===== config.mk =====
export PLATFORM = sky130hd
export DESIGN_NAME = rmn_port
export DESIGN_NICKNAME = d
export VERILOG_FILES = /design/src/rtl/rmn_pkg.sv /design/src/rtl/rmn_fifo.sv /design/src/rtl/rmn_commit.sv /design/src/rtl/rmn_recv.sv /design/src/rtl/rmn_port.sv
export SDC_FILE = /design/constraint.sdc
export NUM_CORES = 1
export LEC_CHECK = 0
export BUFFER_PORTS_ARGS = -buffer_cell sky130_fd_sc_hd__clkbuf_2
export CAP_MARGIN = 20
export CORE_AREA = 2 2 149 136
export DETAILED_ROUTE_END_ITERATION = 10
export DIE_AREA = 0 0 151 138
export GPL_ROUTABILITY_DRIVEN = 0
export HOLD_SLACK_MARGIN = 0.03
export PLACE_DENSITY = 0.91
export SLEW_MARGIN = 15
export SYNTH_ARGS = -nofsm -noshare
export SYNTH_HDL_FRONTEND = slang
export SYNTH_SLANG_ARGS = --single-unit

===== constraint.sdc =====
create_clock -name clk -period 6.6 [get_ports clk]
set_input_delay 1.32 -clock clk [delete_from_list [all_inputs] [get_ports clk]]
set_output_delay 1.32 -clock clk [all_outputs]
set_load 0.02 [all_outputs]

===== src/rtl/rmn_pkg.sv =====
package rmn_pkg;
  localparam int unsigned DEF_DW    = 32;
  localparam int unsigned DEF_IW    = 5;
  localparam int unsigned DEF_DEPTH = 4;

  typedef struct packed {
    logic push;
    logic stall;
  } commit_t;
endpackage


===== src/rtl/rmn_fifo.sv =====
module rmn_fifo #(
  parameter int unsigned DW    = 32,
  parameter int unsigned DEPTH = 4
) (
  input  logic          clk,
  input  logic          rst,
  input  logic          push,
  input  logic [DW-1:0] din,
  input  logic          pop,
  output logic [DW-1:0] head,
  output logic          empty,
  output logic          full
);
  localparam int unsigned AW = (DEPTH > 1) ? $clog2(DEPTH) : 1;

  logic [DW-1:0] mem [DEPTH];
  logic [AW:0]   wp, rp;
  logic          do_push, do_pop;

  assign empty   = (wp == rp);
  assign full    = (wp[AW] != rp[AW]) && (wp[AW-1:0] == rp[AW-1:0]);
  assign do_push = push && !full;
  assign do_pop  = pop && !empty;
  assign head    = mem[rp[AW-1:0]];

  always_ff @(posedge clk) begin
    if (do_push) mem[wp[AW-1:0]] <= din;
  end

  always_ff @(posedge clk) begin
    if (rst) begin
      wp <= '0;
      rp <= '0;
    end else begin
      if (do_push) wp <= wp + 1'b1;
      if (do_pop)  rp <= rp + 1'b1;
    end
  end
endmodule


===== src/rtl/rmn_commit.sv =====
module rmn_commit
  import rmn_pkg::*;
#(
  parameter int unsigned DW = 32,
  parameter int unsigned IW = 5
) (
  input  logic          clk,
  input  logic          rst,
  input  logic          ex_valid,
  input  logic          ex_wr_net,
  input  logic          ex_dual,
  input  logic          ex_flush,
  input  logic [IW-1:0] ex_idx,
  input  logic [DW-1:0] ex_result,
  input  logic          ob_full,
  output commit_t       cmt,
  output logic          lcl_we,
  output logic [IW-1:0] lcl_idx,
  output logic [DW-1:0] lcl_data
);
  logic net_req;

  // execute is the commit point: a flush here cancels the push
  assign net_req   = ex_valid && ex_wr_net && !ex_flush;
  assign cmt.push  = net_req && !ob_full;
  assign cmt.stall = net_req && ob_full;

  always_ff @(posedge clk) begin
    if (rst) begin
      lcl_we   <= 1'b0;
      lcl_idx  <= '0;
      lcl_data <= '0;
    end else begin
      lcl_we <= cmt.push && ex_dual;
      if (cmt.push && ex_dual) begin
        lcl_idx  <= ex_idx;
        lcl_data <= ex_result;
      end
    end
  end
endmodule


===== src/rtl/rmn_recv.sv =====
module rmn_recv (
  input  logic dec_rd_net,
  input  logic ib_empty,
  input  logic pipe_stall,
  output logic dec_stall,
  output logic ib_pop
);
  assign dec_stall = dec_rd_net && ib_empty;
  assign ib_pop    = dec_rd_net && !ib_empty && !pipe_stall;
endmodule


===== src/rtl/rmn_port.sv =====
module rmn_port
  import rmn_pkg::*;
#(
  parameter int unsigned DW    = DEF_DW,
  parameter int unsigned IW    = DEF_IW,
  parameter int unsigned DEPTH = DEF_DEPTH
) (
  input  logic          clk,
  input  logic          rst,
  input  logic          dec_rd_net,
  output logic          dec_stall,
  output logic [DW-1:0] dec_data,
  input  logic          ex_valid,
  input  logic          ex_wr_net,
  input  logic          ex_dual,
  input  logic          ex_flush,
  input  logic [IW-1:0] ex_idx,
  input  logic [DW-1:0] ex_result,
  output logic          pipe_stall,
  output logic          lcl_we,
  output logic [IW-1:0] lcl_idx,
  output logic [DW-1:0] lcl_data,
  output logic          net_out_valid,
  output logic [DW-1:0] net_out_data,
  input  logic          net_out_ready,
  input  logic          net_in_valid,
  input  logic [DW-1:0] net_in_data,
  output logic          net_in_ready
);
  commit_t cmt;
  logic    ob_empty, ob_full, ib_empty, ib_full, ib_pop;

  rmn_commit #(.DW(DW), .IW(IW)) u_commit (
    .clk(clk), .rst(rst),
    .ex_valid(ex_valid), .ex_wr_net(ex_wr_net), .ex_dual(ex_dual),
    .ex_flush(ex_flush), .ex_idx(ex_idx), .ex_result(ex_result),
    .ob_full(ob_full), .cmt(cmt),
    .lcl_we(lcl_we), .lcl_idx(lcl_idx), .lcl_data(lcl_data)
  );

  rmn_fifo #(.DW(DW), .DEPTH(DEPTH)) u_obq (
    .clk(clk), .rst(rst),
    .push(cmt.push), .din(ex_result),
    .pop(net_out_ready), .head(net_out_data),
    .empty(ob_empty), .full(ob_full)
  );

  rmn_fifo #(.DW(DW), .DEPTH(DEPTH)) u_ibq (
    .clk(clk), .rst(rst),
    .push(net_in_valid), .din(net_in_data),
    .pop(ib_pop), .head(dec_data),
    .empty(ib_empty), .full(ib_full)
  );

  rmn_recv u_recv (
    .dec_rd_net(dec_rd_net), .ib_empty(ib_empty), .pipe_stall(pipe_stall),
    .dec_stall(dec_stall), .ib_pop(ib_pop)
  );

  assign pipe_stall    = cmt.stall;
  assign net_out_valid = !ob_empty;
  assign net_in_ready  = !ib_full;
endmodule


==> summary.txt <==
Run status
  • Outcome: finished, final reports clean

Layout
  • Diode count: 0
  • Nets: 880
  • Ratio of cells with drive above 1 in the final layout: 0.380
  • Fin util: 0.695
  • Area growth syn-to-layout: 18.9%
  • Fill count: 1229
  • Design area: 13600 sq um

CTS
  • Post-CTS setup buffers: 0
  • Num CTS Buffers: 30
  • Clock sink count: just over 300
  • CTS tree: done
  • Clk_lat worst skew: 0.53 ns
  • Reg clk slew, reported paths: 0.06 ns
  • Htree depth: 1
  • Post-cts sizing count: 0
  • Clock tree buffer depth: 3
  • Hold-fix buffer count after cts: 0
  • Root buf cell: clkbuf_16

Route
  • DRT Pass-1 Iters: 4
  • Vias per inst: 5.67
  • Antenna Nets Post-Route: 0
  • Drt wl/cell: 21.1 um
  • DRC: 0
  • DRT Wirelength: 22600 um
  • Initial drt markers: 335
  • Vias post-DR: 6077

Yosys
  • Syn Area/Cell: 19.3 sq um
  • Number of synthesized register bits: a little over 300
  • Top FF cell, synth: edfxtp_1
  • Net count after synthesis: 678
  • Post-Syn Instances: between 500 and 600
  • EDFF count, synth: 256
  • Sequential area share after synthesis: 0.769
  • Synthesized area: 11400 sq um
  • Async SR Flop Fraction: 0
  • Synth Warn #: 0
  • Post-synth cell types: 33

Setup path
  • Required time worst endpoint: 5.28 ns
  • Worst Setup End Kind: output port
  • Critical path data arrival time: 2.34 ns
  • Worst Setup Start Kind: primary input
  • Crit Path Class: primary input to output port
  • CP max FO: 4

Power
  • VDD IR-drop max: 0.000190 V
  • Sw Pwr: 996 uW
  • P_leak: around 0.0048 uW
  • Sw frac: 0.233
  • Clk pwr share: 0.369
  • Logic gate share of total power: 0.117
  • Cell-internal power: 3280 uW
  • Sequential share of power: 0.515
  • PD cells: 316 nW/um^2

Timing
  • Period utilization: 0.555
  • Highest Clock Rate: 273 MHz
  • Worst slew margin: 0.565
  • Worst Tran Pin Value: 0.653 ns
  • Unrepaired setup endpoints after global routing: no
  • Minimum clock period after layout: between 3 and 4 ns
  • # setup viols final: 0
  • Setup_tns: 0 ns
  • Final hold vios: 0
  • Slew Limit Fails: 0
  • Clock Skew: approximately 0.012 ns

Floorplanning
  • I/O pin count: 184
  • Placement Rows: just under 50
  • Core Area: 19500 sq um
  • Initial Utilization: 0.585
  • Die Height: 138 um
  • Die Wd: 151 um
  • Die ar.: about 21000 sq um

Global routing
  • First-pass GRT wire length: 35200 um
  • Total track usage: 0.220
  • Initial antenna violation count: 0
  • Grt total ovfl: 0
  • Largest net degree at the start of global routing: 52
  • Vias in the first global route: 6393

Hold path
  • Hold/Removal Path Class: register to register

Placed design
  • Area after DPL: 12600 sq um
  • HPWL Detailed: roughly 13000 um
  • IO buf count: 183

Flow run
  • Max-Cap Viols: 0
## worst max-delay path, cell delays in order
cell and delay, ns:
clkbuf_2 0.07, and3b_1 0.30, nor4b_2 0.40, clkbuf_2 0.25
## cell usage after synthesis, types with 2 or more instances
master      n  area [sq um]
or3_1       2          12.5
nor2_1     12          45.0
buf_1       2          7.51
xor2_1      5          43.8
o31a_1      2          17.5
ha_1       10           125
mux2i_1     4          40.0
mux4_2     64          1440
mux2_2      2          22.5
xor2_2      2          32.5
clkbuf_1   12          45.0
nand3_1     2          10.0
xnor2_1     4          35.0
o21ai_0     2          10.0
a21oi_1    38           190
dfxtp_1    54          1080
buf_2      11          55.1
nand2b_1    4          25.0
edfxtp_1  256          7690
buf_4       3          22.5
o31ai_1     2          15.0
and2_1      9          56.3
inv_1       4          15.0
nand2_1    75           282
## kinds of logic after synthesis
family / after synthesis / synth area share
xor+xnor: 11 / 0.00977
compound gates: 47 / 0.0228
flops: 310 / 0.769
simple gates: 110 / 0.0428
buf+inv: 32 / 0.0127
fa+ha+maj: 10 / 0.0110
mux: 70 / 0.132
## through the flow
stage                     setup slack, ns  hold slack (ns)  cells  total power (uW)
after floorplan                      3.13            0.465    590              2570
after global placement               2.98            0.440   1015              2730
after detailed placement             2.93            0.450   1015              2750
after CTS                            2.92            0.459   1071              4320
after global routing                 2.82            0.475   1071              4420
final                                2.94            0.455   1071              4280
## cell type report
cell class	instances	area (sq um)	area share
clock buffer	49	873	0.0644
clock inverter	7	38.8	0.00286
inverter	4	15.0	0.00111
multi-input combinational	248	2510	0.185
sequential	310	8770	0.647
tap	255	319	0.0235
timing repair buffer	198	1030	0.0759
## layout by cell type (no fill, tap or decap), drive strengths merged
| cell type | n |
|---|---|
| nand3 | 2 |
| mux2i | 4 |
| o311ai | 2 |
| clkinv | 6 |
| nand2 | 75 |
| edfxtp | 256 |
| and3b | 1 |
| nor2 | 12 |
| mux2 | 2 |
| nor4b | 1 |
| mux4 | 64 |
| and2 | 9 |
| inv | 5 |
| xor2 | 7 |
| nand2b | 4 |
| o31ai | 2 |
| ha | 10 |
| o31a | 2 |
| xnor2 | 4 |
| a21oi | 38 |
| o311a | 1 |
| or3 | 2 |
| buf | 15 |
| o21ai | 2 |
| dfxtp | 54 |
| clkbuf | 232 |
| nor3b | 2 |
| nor2b | 1 |
| or4 | 1 |
## registers in the layout, summed over array words and instances (netlist names), named ones only
| name | cells |
|---|---|
| u_commit.lcl_data | 32 |
| u_ibq.wp | 3 |
| u_commit.lcl_idx | 5 |
| u_obq.wp | 3 |
| u_commit.lcl_we | 1 |
| u_ibq.mem | 128 |
| u_ibq.rp | 3 |
| u_obq.rp | 3 |
| u_obq.mem | 128 |
## metal layers
layer	up-vias	GRT usage	wire (um)
met5	-	0	0
met4	0	0.0930	854
met3	59	0.0356	1410
met2	238	0.368	11700
met1	3066	0.290	8660
li1	2714	-	-
## power groups by stage
stage	logic [uW]	registers [uW]	clock network, uW
floorplan	328	2240	0
global placement	489	2240	0
detailed placement	501	2240	0
CTS	508	2200	1610
global route	534	2210	1680
finish	499	2200	1580
## worst paths after layout
| kind | startpoint | endpoint | slack (ns) | depth (start not counted) |
|---|---|---|---|---|
| setup / recovery | ex_flush | pipe_stall | 2.94 | 4 |
| hold / removal | u_commit.lcl_data[18]$_SDFFE_PP0P_ | u_commit.lcl_data[18]$_SDFFE_PP0P_ | 0.46 | 2 |
| setup reg to reg | u_obq.wp[1]$_SDFFE_PP0P_ | u_obq.mem[0][23]$_DFFE_PP_ | 4.43 | 4 |
| hold reg to reg | u_commit.lcl_data[18]$_SDFFE_PP0P_ | u_commit.lcl_data[18]$_SDFFE_PP0P_ | 0.46 | 2 |
Power figures use the tool's default switching activity.
